`config.mk`:
```
export PLATFORM = sky130hd
export DESIGN_NAME = serial_audio_rx
export DESIGN_NICKNAME = d
export VERILOG_FILES = /design/src/rtl/sar_pkg.sv /design/src/rtl/sar_sync.sv /design/src/rtl/sar_word_cap.sv /design/src/rtl/sar_pair.sv /design/src/rtl/serial_audio_rx.sv
export SDC_FILE = /design/constraint.sdc
export NUM_CORES = 1
export LEC_CHECK = 0
export ABC_AREA = 1
export ABC_CLOCK_PERIOD_IN_PS = 5820
export BUFFER_PORTS_ARGS = -buffer_cell sky130_fd_sc_hd__buf_2
export CAP_MARGIN = 25
export CORE_ASPECT_RATIO = 2
export CORE_MARGIN = 5
export CORE_UTILIZATION = 40
export DETAILED_ROUTE_END_ITERATION = 8
export PLACE_DENSITY_LB_ADDON = 0.3
export SETUP_SLACK_MARGIN = 0.3
export SYNTH_ARGS = -nofsm -noshare
export SYNTH_HDL_FRONTEND = slang
export SYNTH_HIERARCHICAL = 1
export SYNTH_SLANG_ARGS = --single-unit
```
`constraint.sdc`:
```
create_clock -name clk_i -period 5.82 [get_ports clk_i]
set_input_delay 0.582 -clock clk_i [delete_from_list [all_inputs] [get_ports clk_i]]
set_output_delay 0.582 -clock clk_i [all_outputs]
set_load 0.03 [all_outputs]
```
`src/rtl/sar_pkg.sv`:
```
package sar_pkg;

  typedef enum logic [1:0] {
    FMT_LJ  = 2'b00,
    FMT_DLY = 2'b01,
    FMT_RJ  = 2'b10,
    FMT_ALT = 2'b11
  } fmt_e;

  function automatic logic fmt_delayed(input fmt_e f);
    return (f == FMT_DLY) || (f == FMT_ALT);
  endfunction

endpackage

```
`src/rtl/sar_sync.sv`:
```
module sar_sync #(
  parameter int WIDTH  = 3,
  parameter int STAGES = 2
) (
  input  logic             clk_i,
  input  logic             rst_ni,
  input  logic [WIDTH-1:0] d_i,
  output logic [WIDTH-1:0] q_o
);

  logic [STAGES-1:0][WIDTH-1:0] stage_q;

  for (genvar s = 0; s < STAGES; s++) begin : g_stage
    if (s == 0) begin : g_first
      always_ff @(posedge clk_i or negedge rst_ni) begin
        if (!rst_ni) stage_q[0] <= '0;
        else         stage_q[0] <= d_i;
      end
    end else begin : g_next
      always_ff @(posedge clk_i or negedge rst_ni) begin
        if (!rst_ni) stage_q[s] <= '0;
        else         stage_q[s] <= stage_q[s-1];
      end
    end
  end

  assign q_o = stage_q[STAGES-1];

endmodule

```
`src/rtl/sar_word_cap.sv`:
```
module sar_word_cap
  import sar_pkg::*;
#(
  parameter int WORD_W = 16
) (
  input  logic              clk_i,
  input  logic              rst_ni,
  input  logic              sck_i,
  input  logic              ws_i,
  input  logic              sd_i,
  input  fmt_e              fmt_i,
  input  logic              left_high_i,
  output logic              rise_o,
  output logic              word_vld_o,
  output logic              word_right_o,
  output logic [WORD_W-1:0] word_o
);

  localparam int CNT_W = $clog2(WORD_W + 2);
  localparam logic [CNT_W-1:0] CNT_MAX = '1;

  logic              sck_q, ws_q, primed_q, synced_q;
  logic [CNT_W-1:0]  pos_q, cur, first, last;
  logic [WORD_W-1:0] sh_q;
  logic              delayed, is_rj, trans, synced_now, take;
  logic              done_fix, done_rj, left_lvl;

  assign rise_o     = sck_i & ~sck_q;
  assign delayed    = fmt_delayed(fmt_i);
  assign is_rj      = (fmt_i == FMT_RJ);
  assign first      = delayed ? CNT_W'(1) : '0;
  assign last       = first + CNT_W'(WORD_W - 1);
  assign trans      = rise_o & primed_q & (ws_i != ws_q);
  assign synced_now = synced_q | trans;
  assign cur        = trans ? '0 : pos_q;
  assign take       = rise_o & synced_now & ~is_rj & (cur >= first) & (cur <= last);
  assign done_fix   = take & (cur == last);
  // right-justified word closes on the change, before the new bit shifts in
  assign done_rj    = trans & synced_q & is_rj;
  assign left_lvl   = delayed ? 1'b0 : left_high_i;

  always_ff @(posedge clk_i or negedge rst_ni) begin
    if (!rst_ni) begin
      sck_q        <= 1'b0;
      ws_q         <= 1'b0;
      primed_q     <= 1'b0;
      synced_q     <= 1'b0;
      pos_q        <= '0;
      sh_q         <= '0;
      word_vld_o   <= 1'b0;
      word_right_o <= 1'b0;
      word_o       <= '0;
    end else begin
      sck_q      <= sck_i;
      word_vld_o <= 1'b0;
      if (rise_o) begin
        primed_q <= 1'b1;
        ws_q     <= ws_i;
        pos_q    <= (cur == CNT_MAX) ? cur : cur + CNT_W'(1);
        if (trans) synced_q <= 1'b1;
      end
      if (take || (rise_o && is_rj)) sh_q <= {sh_q[WORD_W-2:0], sd_i};
      if (done_rj) begin
        word_o       <= sh_q;
        word_right_o <= (ws_q != left_lvl);
        word_vld_o   <= 1'b1;
      end
      if (done_fix) begin
        word_o       <= {sh_q[WORD_W-2:0], sd_i};
        word_right_o <= (ws_i != left_lvl);
        word_vld_o   <= 1'b1;
      end
    end
  end

endmodule

```
`src/rtl/sar_pair.sv`:
```
module sar_pair #(
  parameter int WORD_W = 16
) (
  input  logic              clk_i,
  input  logic              rst_ni,
  input  logic              word_vld_i,
  input  logic              word_right_i,
  input  logic [WORD_W-1:0] word_i,
  output logic [WORD_W-1:0] left_o,
  output logic [WORD_W-1:0] right_o,
  output logic              pair_valid_o
);

  logic [WORD_W-1:0] left_hold_q;
  logic              have_left_q;

  always_ff @(posedge clk_i or negedge rst_ni) begin
    if (!rst_ni) begin
      left_hold_q  <= '0;
      have_left_q  <= 1'b0;
      left_o       <= '0;
      right_o      <= '0;
      pair_valid_o <= 1'b0;
    end else begin
      pair_valid_o <= 1'b0;
      if (word_vld_i) begin
        if (!word_right_i) begin
          left_hold_q <= word_i;
          have_left_q <= 1'b1;
        end else if (have_left_q) begin
          left_o       <= left_hold_q;
          right_o      <= word_i;
          pair_valid_o <= 1'b1;
          have_left_q  <= 1'b0;
        end
      end
    end
  end

endmodule

```
`src/rtl/serial_audio_rx.sv`:
```
module serial_audio_rx
  import sar_pkg::*;
#(
  parameter int WORD_W      = 16,
  parameter int SYNC_STAGES = 2
) (
  input  logic              clk_i,
  input  logic              rst_ni,
  input  logic              sck_i,
  input  logic              ws_i,
  input  logic              sd_i,
  input  logic [1:0]        fmt_i,
  input  logic              left_high_i,
  output logic [WORD_W-1:0] left_o,
  output logic [WORD_W-1:0] right_o,
  output logic              pair_valid_o
);

  localparam int LINES = 3;

  logic [LINES-1:0]  line_s;
  logic              bit_rise, word_vld, word_right;
  logic [WORD_W-1:0] word;

  sar_sync #(.WIDTH(LINES), .STAGES(SYNC_STAGES)) u_sync (
    .clk_i (clk_i),
    .rst_ni(rst_ni),
    .d_i   ({sd_i, ws_i, sck_i}),
    .q_o   (line_s)
  );

  sar_word_cap #(.WORD_W(WORD_W)) u_cap (
    .clk_i       (clk_i),
    .rst_ni      (rst_ni),
    .sck_i       (line_s[0]),
    .ws_i        (line_s[1]),
    .sd_i        (line_s[2]),
    .fmt_i       (fmt_e'(fmt_i)),
    .left_high_i (left_high_i),
    .rise_o      (bit_rise),
    .word_vld_o  (word_vld),
    .word_right_o(word_right),
    .word_o      (word)
  );

  sar_pair #(.WORD_W(WORD_W)) u_pair (
    .clk_i       (clk_i),
    .rst_ni      (rst_ni),
    .word_vld_i  (word_vld),
    .word_right_i(word_right),
    .word_i      (word),
    .left_o      (left_o),
    .right_o     (right_o),
    .pair_valid_o(pair_valid_o)
  );

endmodule

```
==> impl_metrics.prom, run 1 <==
# TYPE chip_impl_metric gauge
chip_impl_info{name="endpoint_type_of_the_worst_setup_path",value="flip-flop"} 1
chip_impl_metric{name="proportion_of_register_bits_with_asynchronous_set_or_reset_after_synthesis",unit=""} 1.000
chip_impl_metric{name="cpPeakStageDelay",unit="ns"} 0.52
chip_impl_info{name="grt_setup_unrepaired",value="no"} 1
chip_impl_info{name="setup_crit_path_kind",value="flip-flop to flip-flop"} 1
chip_impl_metric{name="clock_latency",unit="ns"} 0.35
chip_impl_metric{name="ioPinCount",unit=""} 41
chip_impl_metric{name="antenna_violating_nets_left",unit=""} 0
chip_impl_metric{name="ys_types",unit=""} 30
chip_impl_info{name="status",value="completed"} 1
chip_impl_metric{name="detailroute.via_count",unit=""} 3105
chip_impl_metric{name="yosys.area.top_type_share",unit=""} 0.5884
chip_impl_metric{name="grt_start_max_net_pins",unit=""} 75
chip_impl_metric{name="die_h",unit="µm"} 155.1
chip_impl_info{name="post_synth_top_cells",value="sky130_fd_sc_hd__nand2_1, sky130_fd_sc_hd__dfrtp_1, sky130_fd_sc_hd__inv_1, sky130_fd_sc_hd__nand4_1"} 1
chip_impl_metric{name="final_area",unit="mm²"} 0.004737
chip_impl_info{name="critical_path.startpoint_type",value="flip-flop"} 1
chip_impl_info{name="worstSetupStartpoint",value="u_sync/q_o[0]$_DFF_PN0_"} 1
chip_impl_info{name="cts_tree",value="yes"} 1
chip_impl_info{name="synth_top_area_cell",value="sky130_fd_sc_hd__dfrtp_1"} 1
chip_impl_metric{name="layout.filler_cells",unit=""} 1017
chip_impl_metric{name="ctsResizeCount",unit=""} 0
chip_impl_metric{name="io_buffer_count",unit=""} 40
chip_impl_metric{name="hpwlAfterDp",unit="mm"} 5.909
chip_impl_info{name="timing.critical_path.cells",value="nand2_2 -> nor2_2 -> nand2_2 -> inv_1 -> nor2_1 -> inv_1 -> ha_1 -> nor2_1 -> nand3_1 -> nand2_1 -> inv_2 -> nand3_4 -> nand3_2 -> nand2_1 -> o21ai_1"} 1
chip_impl_metric{name="fin_cells",unit=""} 618
chip_impl_metric{name="totalNegativeSetupSlack",unit="ns"} 0
chip_impl_metric{name="synth.cell_area",unit="mm²"} 0.004210
chip_impl_metric{name="fp.dieArea",unit="mm²"} 0.01280
chip_impl_metric{name="mappedNetlistNets",unit=""} 459
chip_impl_info{name="critical_path.endpoint",value="u_cap/sh_q[9]$_DFFE_PN0P_"} 1
chip_impl_metric{name="p_per_area",unit="mW/mm²"} 442.0
chip_impl_metric{name="grt_antenna_before_repair",unit=""} 0
chip_impl_info{name="hold_path_class",value="input pin to async pin"} 1
chip_impl_metric{name="postRouteWirelength",unit="mm"} 8.582
chip_impl_metric{name="path_depth",unit=""} 15
chip_impl_metric{name="path_buf_inv",unit=""} 3
chip_impl_info{name="crit-reg2reg-launch",value="u_sync/q_o[0]$_DFF_PN0_"} 1
chip_impl_metric{name="yosys_register_bits",unit=""} 99
chip_impl_metric{name="max_slew_headroom_at_the_worst_pin",unit=""} 0.4068
chip_impl_metric{name="grt_pass1_vias",unit=""} 3074
chip_impl_metric{name="grt_pass1_wl",unit="mm"} 14.77
chip_impl_info{name="cts-root-buf",value="sky130_fd_sc_hd__clkbuf_16"} 1
chip_impl_metric{name="reg2reg_depth",unit=""} 15
chip_impl_metric{name="avgRoutedWirePerCell",unit="µm"} 13.89
chip_impl_metric{name="crit_path_max_fanout",unit=""} 32
chip_impl_metric{name="vdd_drop_max",unit="mV"} 0.2074
chip_impl_metric{name="cts_max_path_buffers",unit=""} 2
chip_impl_info{name="critical-path-slowest-cell",value="sky130_fd_sc_hd__nand3_2"} 1
chip_impl_metric{name="grt_remaining_overflow",unit=""} 0
chip_impl_metric{name="post_synth_edffs",unit=""} 0
chip_impl_metric{name="register_to_register_setup_slack",unit="ns"} 2.86
chip_impl_metric{name="initial_core_util",unit=""} 0.4044
chip_impl_metric{name="detail_route.drc_violations",unit=""} 0
chip_impl_metric{name="cts_setup_buffers",unit=""} 0
chip_impl_metric{name="max_cap_viols",unit=""} 0
chip_impl_metric{name="floorplan.die.width",unit="µm"} 82.55
chip_impl_metric{name="synth-warning-count",unit=""} 6
chip_impl_info{name="post-synth-top-count-cell",value="sky130_fd_sc_hd__nand2_1"} 1
chip_impl_metric{name="synth_area_per_cell",unit="µm²"} 9.377
chip_impl_metric{name="numCtsBuffers",unit=""} 9
chip_impl_metric{name="core_region_area",unit="mm²"} 0.01041
chip_impl_metric{name="cp.arrival",unit="ns"} 3.16
chip_impl_metric{name="postPlaceCellArea",unit="mm²"} 0.004415
chip_impl_metric{name="layout.core_utilization",unit=""} 0.4550
chip_impl_metric{name="clkTransAtPathRegs",unit="ns"} 0.07
chip_impl_info{name="path_delay_family",value="simple AND/OR/NAND/NOR gates"} 1
chip_impl_metric{name="placementRows",unit=""} 53
chip_impl_metric{name="area_growth_from_synthesis_to_layout",unit="%"} 12.51
chip_impl_metric{name="hold_viol",unit=""} 0
chip_impl_metric{name="vias_per_cell",unit=""} 5.024
chip_impl_metric{name="worst_ep_required_time",unit="ns"} 6.03
chip_impl_metric{name="min_period_over_period",unit=""} 0.5080
chip_impl_metric{name="antenna_cells_inserted",unit=""} 0
chip_impl_metric{name="dp.cells",unit=""} 601
chip_impl_metric{name="total_number_of_h_tree_levels",unit=""} 3
chip_impl_metric{name="fin_hold_ws",unit="ns"} 0.1368
chip_impl_metric{name="finish.net_count",unit=""} 486
chip_impl_metric{name="drive_above_1_share",unit=""} 0.1663
chip_impl_metric{name="sequential_element_share_of_the_synthesized_area",unit=""} 0.5884
chip_impl_metric{name="cts_sinks",unit=""} 99
chip_impl_info{name="synth.area.top_cells",value="sky130_fd_sc_hd__dfrtp_1, sky130_fd_sc_hd__nand2_1, sky130_fd_sc_hd__nand4_1"} 1
chip_impl_info{name="timing.rr.end",value="u_cap/sh_q[9]$_DFFE_PN0P_"} 1
chip_impl_metric{name="maxClockFrequency",unit="MHz"} 338.2
chip_impl_metric{name="dr.pass1.iters",unit=""} 5
chip_impl_metric{name="fin_worst_skew",unit="ns"} 0.007942
chip_impl_metric{name="drv_slew",unit=""} 0
chip_impl_metric{name="total_leakage_power",unit="nW"} 2.547
chip_impl_metric{name="setup-violations-final",unit=""} 0
chip_impl_metric{name="finalWorstPathRequiredPeriod",unit="ns"} 2.957
chip_impl_metric{name="post_synth_inst_count",unit=""} 449
chip_impl_metric{name="multi_input_area",unit="mm²"} 0.001378
chip_impl_metric{name="worst_pin_slew",unit="ns"} 0.8898
chip_impl_metric{name="hold_buffers",unit=""} 0
chip_impl_metric{name="register_area",unit="mm²"} 0.002477
chip_impl_metric{name="track_usage",unit=""} 0.1496
chip_impl_metric{name="detail_route.iter0.violations",unit=""} 220
chip_impl_metric{name="globalplace.congestion",unit=""} 0.8602
chip_impl_info{name="synth_top_flop_cell",value="sky130_fd_sc_hd__dfrtp_1"} 1
-- layer usage --
metal / global-route usage / vias up / wire (µm)
met2: 0.2554 / 82 / 4760
li1: - / 1515 / -
met5: 0 / - / 0
met1: 0.1741 / 1500 / 3306
met3: 0.02144 / 8 / 395
met4: 0.08340 / 0 / 120
-- logic make-up after synthesis --
logic type,synth area share
compound gates,0.07073
fa+ha+maj,0.005943
buf+inv,0.08440
flops,0.5884
simple gates,0.2505
-- sequential cells by signal, indices dropped and copies added (netlist names), 3 cells and up --
name                cells
u_pair/right_o         16
u_cap/pos_q             5
u_cap/sh_q             16
u_pair/left_o          16
u_sync/stage_q          3
u_sync/q_o              3
u_pair/left_hold_q     16
u_cap/word_o           16
-- report_power, final --
group	total [W]	switching [W]	leakage, nW	internal (W)
Combinational	0.000501	0.000332	1.10	0.000168
Clock	0.000581	0.000271	0.146	0.000310
Sequential	0.00101	0.000139	1.31	0.000873
Total	0.00209	0.000742	2.55	0.00135
-- cell usage in the layout, fill, tap and decap left out, drive strengths merged, types with 4 or more instances in the layout --
| master | n |
|---|---|
| a21oi | 4 |
| buf | 44 |
| clkbuf | 10 |
| clkinv | 4 |
| dfrtp | 99 |
| inv | 45 |
| nand2 | 176 |
| nand3 | 12 |
| nand4 | 33 |
| nor2 | 11 |
| o21ai | 20 |
| o221ai | 16 |
-- worst min path at each step --
stage / to / slack (ns)
floorplan: u_cap/pos_q[0]$_DFFE_PN0N_ / 0.29
global placement: u_sync/q_o[0]$_DFF_PN0_ / 0.34
detailed placement: u_sync/q_o[0]$_DFF_PN0_ / 0.34
CTS: u_pair/right_o[4]$_DFFE_PN0P_ / 0.14
global route: u_pair/right_o[4]$_DFFE_PN0P_ / 0.16
finish: u_pair/left_o[12]$_DFFE_PN0P_ / 0.14
-- per-stage QoR --
step                      power, W  setup slack (ns)
after floorplan           0.001378             3.571
after global placement    0.001484             3.072
after detailed placement  0.001500             2.914
after CTS                 0.002092             2.891
after global routing      0.002231             2.522
final                     0.002094             2.863
-- cell type report --
| cell class | instances | area share |
|---|---|---|
| clock buffer | 10 | 0.05045 |
| clock inverter | 6 | 0.01162 |
| inverter | 43 | 0.03460 |
| multi-input combinational | 279 | 0.2908 |
| sequential | 99 | 0.5230 |
| tap | 137 | 0.03619 |
| timing repair buffer | 44 | 0.05335 |
(Power assumes the default switching activity.)
==> run 2: changes to the inputs <==
--- a/config.mk
+++ b/config.mk
@@ -6,7 +6,7 @@
 export NUM_CORES = 1
 export LEC_CHECK = 0
 export ABC_AREA = 1
-export ABC_CLOCK_PERIOD_IN_PS = 5820
+export ABC_CLOCK_PERIOD_IN_PS = 2700
 export BUFFER_PORTS_ARGS = -buffer_cell sky130_fd_sc_hd__buf_2
 export CAP_MARGIN = 25
 export CORE_ASPECT_RATIO = 2
==> constraint.sdc (replaced) <==
create_clock -name clk_i -period 2.7 [get_ports clk_i]
set_input_delay 0.27 -clock clk_i [delete_from_list [all_inputs] [get_ports clk_i]]
set_output_delay 0.27 -clock clk_i [all_outputs]
set_load 0.03 [all_outputs]
==> run 2 against run 1 <==
Compared with the run above: via count rose by 0.45%; clock power increased by 120%; wire length increased by 1.9%; largest power group unchanged.
==> impl_metrics.prom, run 2 (synthesis results as in run 1) <==
# TYPE chip_impl_metric gauge
chip_impl_metric{name="total_leakage_power",unit="nW"} 2.612
chip_impl_info{name="cts_tree",value="yes"} 1
chip_impl_info{name="grt_setup_unrepaired",value="yes"} 1
chip_impl_metric{name="die_h",unit="µm"} 155.1
chip_impl_metric{name="avgRoutedWirePerCell",unit="µm"} 13.92
chip_impl_info{name="setup_crit_path_kind",value="flip-flop to flip-flop"} 1
chip_impl_metric{name="finish.net_count",unit=""} 496
chip_impl_metric{name="track_usage",unit=""} 0.1508
chip_impl_metric{name="grt_start_max_net_pins",unit=""} 63
chip_impl_metric{name="max_cap_viols",unit=""} 0
chip_impl_metric{name="total_number_of_h_tree_levels",unit=""} 3
chip_impl_metric{name="cts_sinks",unit=""} 99
chip_impl_info{name="endpoint_type_of_the_worst_setup_path",value="flip-flop"} 1
chip_impl_metric{name="clock_power_share",unit=""} 0.283
chip_impl_info{name="hold_path_class",value="input pin to flip-flop"} 1
chip_impl_metric{name="fin_worst_skew",unit="ns"} 0.008114
chip_impl_metric{name="detail_route.iter0.violations",unit=""} 188
chip_impl_metric{name="detailroute.via_count",unit=""} 3119
chip_impl_metric{name="grt_pass1_vias",unit=""} 3115
chip_impl_metric{name="layout.filler_cells",unit=""} 1009
chip_impl_metric{name="register_to_register_setup_slack",unit="ns"} 0.43
chip_impl_metric{name="worst_pin_slew",unit="ns"} 0.4929
chip_impl_info{name="status",value="completed"} 1
chip_impl_info{name="worstHoldEndpoint",value="u_sync/stage_q[2]$_DFF_PN0_"} 1
chip_impl_info{name="cts-root-buf",value="sky130_fd_sc_hd__clkbuf_16"} 1
chip_impl_metric{name="switching_power",unit="W"} 0.001559
chip_impl_metric{name="postRouteWirelength",unit="mm"} 8.743
chip_impl_metric{name="area_growth_from_synthesis_to_layout",unit="%"} 15.16
chip_impl_info{name="critical_path.startpoint_type",value="flip-flop"} 1
chip_impl_metric{name="internal_dissipation",unit="W"} 0.003010
chip_impl_metric{name="vias_per_cell",unit=""} 4.967
chip_impl_metric{name="vdd_drop_max",unit="mV"} 0.4419
chip_impl_metric{name="hold_viol",unit=""} 0
chip_impl_metric{name="min_period_over_period",unit=""} 0.8419
chip_impl_metric{name="core_region_area",unit="mm²"} 0.01041
chip_impl_metric{name="cts_max_path_buffers",unit=""} 2
chip_impl_metric{name="fp.dieArea",unit="mm²"} 0.01280
chip_impl_metric{name="maxClockFrequency",unit="MHz"} 439.9
chip_impl_metric{name="clock_latency",unit="ns"} 0.34
chip_impl_metric{name="antenna_cells_inserted",unit=""} 0
chip_impl_metric{name="ioPinCount",unit=""} 41
chip_impl_info{name="layout.cells.most_common",value="sky130_fd_sc_hd__nand2_1"} 1
chip_impl_metric{name="p_per_area",unit="mW/mm²"} 942.2
chip_impl_metric{name="reg2reg_depth",unit=""} 17
chip_impl_metric{name="antenna_violating_nets_left",unit=""} 0
chip_impl_metric{name="grt_antenna_before_repair",unit=""} 0
chip_impl_metric{name="min_path_cells",unit=""} 1
chip_impl_metric{name="crit_path_max_fanout",unit=""} 32
chip_impl_metric{name="dr.pass1.iters",unit=""} 4
chip_impl_metric{name="max_slew_headroom_at_the_worst_pin",unit=""} 0.6714
chip_impl_metric{name="pwr-share-comb",unit=""} 0.243
chip_impl_metric{name="clkTransAtPathRegs",unit="ns"} 0.07
chip_impl_metric{name="share_seq_of_total_power",unit=""} 0.474
chip_impl_metric{name="finalWorstPathRequiredPeriod",unit="ns"} 2.273
chip_impl_metric{name="io_buffer_count",unit=""} 40
chip_impl_metric{name="numCtsBuffers",unit=""} 9
chip_impl_info{name="timing.rr.end",value="u_cap/sh_q[6]$_DFFE_PN0P_"} 1
chip_impl_metric{name="floorplan.die.width",unit="µm"} 82.55
chip_impl_metric{name="drv_slew",unit=""} 0
chip_impl_metric{name="placementRows",unit=""} 53
chip_impl_metric{name="totalNegativeSetupSlack",unit="ns"} 0
chip_impl_metric{name="setup-violations-final",unit=""} 0
chip_impl_metric{name="globalplace.congestion",unit=""} 0.8841
chip_impl_info{name="critical_hold_path_startpoint",value="sd_i"} 1
chip_impl_info{name="crit-reg2reg-launch",value="u_cap/ws_q$_DFFE_PN0N_"} 1
chip_impl_metric{name="power_switching_share",unit=""} 0.3412
chip_impl_metric{name="hpwlAfterDp",unit="mm"} 6.079
chip_impl_metric{name="cp.arrival",unit="ns"} 2.49
chip_impl_info{name="final_cell_mix",value="sky130_fd_sc_hd__nand2_1, sky130_fd_sc_hd__dfrtp_1, sky130_fd_sc_hd__buf_2"} 1
chip_impl_metric{name="detail_route.drc_violations",unit=""} 0
chip_impl_metric{name="drive_above_1_share",unit=""} 0.1853
chip_impl_metric{name="grt_pass1_wl",unit="mm"} 14.89
chip_impl_metric{name="fin_hold_ws",unit="ns"} 0.03364
chip_impl_metric{name="grt_remaining_overflow",unit=""} 0
chip_impl_metric{name="worst_ep_required_time",unit="ns"} 2.91
chip_impl_metric{name="initial_core_util",unit=""} 0.4044
run 2: how the worst max path moves through the flow:
stage | from | to | slack [ns]
global route | u_cap/ws_q$_DFFE_PN0N_ | u_cap/sh_q[6]$_DFFE_PN0P_ | 0.27
CTS | u_sync/q_o[0]$_DFF_PN0_ | u_cap/sh_q[6]$_DFFE_PN0P_ | 0.33
finish | u_cap/ws_q$_DFFE_PN0N_ | u_cap/sh_q[6]$_DFFE_PN0P_ | 0.43
detailed placement | u_sync/q_o[0]$_DFF_PN0_ | u_cap/sh_q[6]$_DFFE_PN0P_ | 0.08
floorplan | u_sync/q_o[0]$_DFF_PN0_ | u_cap/sh_q[13]$_DFFE_PN0P_ | 0.45
global placement | u_sync/q_o[0]$_DFF_PN0_ | u_cap/sh_q[6]$_DFFE_PN0P_ | 0.25
run 2: metal layers:
| metal | part of all wire | vias to the layer above | GRT usage | wire length, µm |
|---|---|---|---|---|
| li1 | - | 1540 | - | - |
| met1 | 0.40 | 1500 | 0.1695 | 3479 |
| met2 | 0.54 | 63 | 0.2645 | 4738 |
| met3 | 0.031 | 16 | 0.02781 | 268 |
| met4 | 0.029 | 0 | 0.07327 | 257 |
| met5 | 0 | - | 0 | 0 |
run 2: power groups by stage:
| stage | combinational [W] | clock [W] | sequential [W] |
|---|---|---|---|
| 4_1_cts | 0.00110 | 0.00133 | 0.00216 |
| 6_report | 0.00111 | 0.00129 | 0.00216 |
| 2_1_floorplan | 0.000763 | 0 | 0.00221 |
| 3_5_place_dp | 0.00108 | 0 | 0.00218 |
| 3_3_place_gp | 0.00105 | 0 | 0.00217 |
| 5_1_grt | 0.00125 | 0.00140 | 0.00221 |
run 2: critical path, stage by stage, from the launching register on:
cell and delay [ns]:
sky130_fd_sc_hd__dfrtp_1 0.39, sky130_fd_sc_hd__inv_2 0.05, sky130_fd_sc_hd__nand2_1 0.06, sky130_fd_sc_hd__nand2_1 0.09, sky130_fd_sc_hd__nand2_4 0.10, sky130_fd_sc_hd__inv_1 0.08, sky130_fd_sc_hd__nor2_2 0.12, sky130_fd_sc_hd__inv_2 0.07
sky130_fd_sc_hd__ha_1 0.31, sky130_fd_sc_hd__nor2_2 0.12, sky130_fd_sc_hd__nand3_1 0.09, sky130_fd_sc_hd__nand2_1 0.08, sky130_fd_sc_hd__inv_2 0.05, sky130_fd_sc_hd__nand3_4 0.11, sky130_fd_sc_hd__nand3_2 0.11, sky130_fd_sc_hd__buf_12 0.17
sky130_fd_sc_hd__nand2_1 0.07, sky130_fd_sc_hd__o21ai_1 0.07
run 2: through the flow:
stage          cells    util  setup slack [ns]  area (µm²)  total power, W
6_report         628  0.4657            0.4269        4848        0.004568
5_1_grt          628  0.4657            0.2692        4848        0.004864
4_1_cts          623  0.4603            0.3312        4792        0.004594
3_5_place_dp     604  0.4275           0.07846        4451        0.003261
3_3_place_gp     604  0.4275            0.2491        4451        0.003226
2_1_floorplan    449       -            0.4512        4210        0.002970
run 2: cell type report:
class	instances	area [µm²]	share of cell area
flip-flops and latches	99	2477	0.5110
multi-input cells	279	1393	0.2872
repair buffers	54	335.3	0.06916
clock buffers	12	256.5	0.05290
well taps	137	171.4	0.03535
inverters	43	166.4	0.03432
clock inverters	4	48.80	0.01006
run 2: what timing repair did:
item                                    in CTS  in global routing
endpoints found under the setup margin      33                 33
endpoints found under the hold margin       37                  0
resized for setup                            3                  6
buffers inserted                             2                  5
pin swaps                                    0                  2
hold buffers                                 1                  0
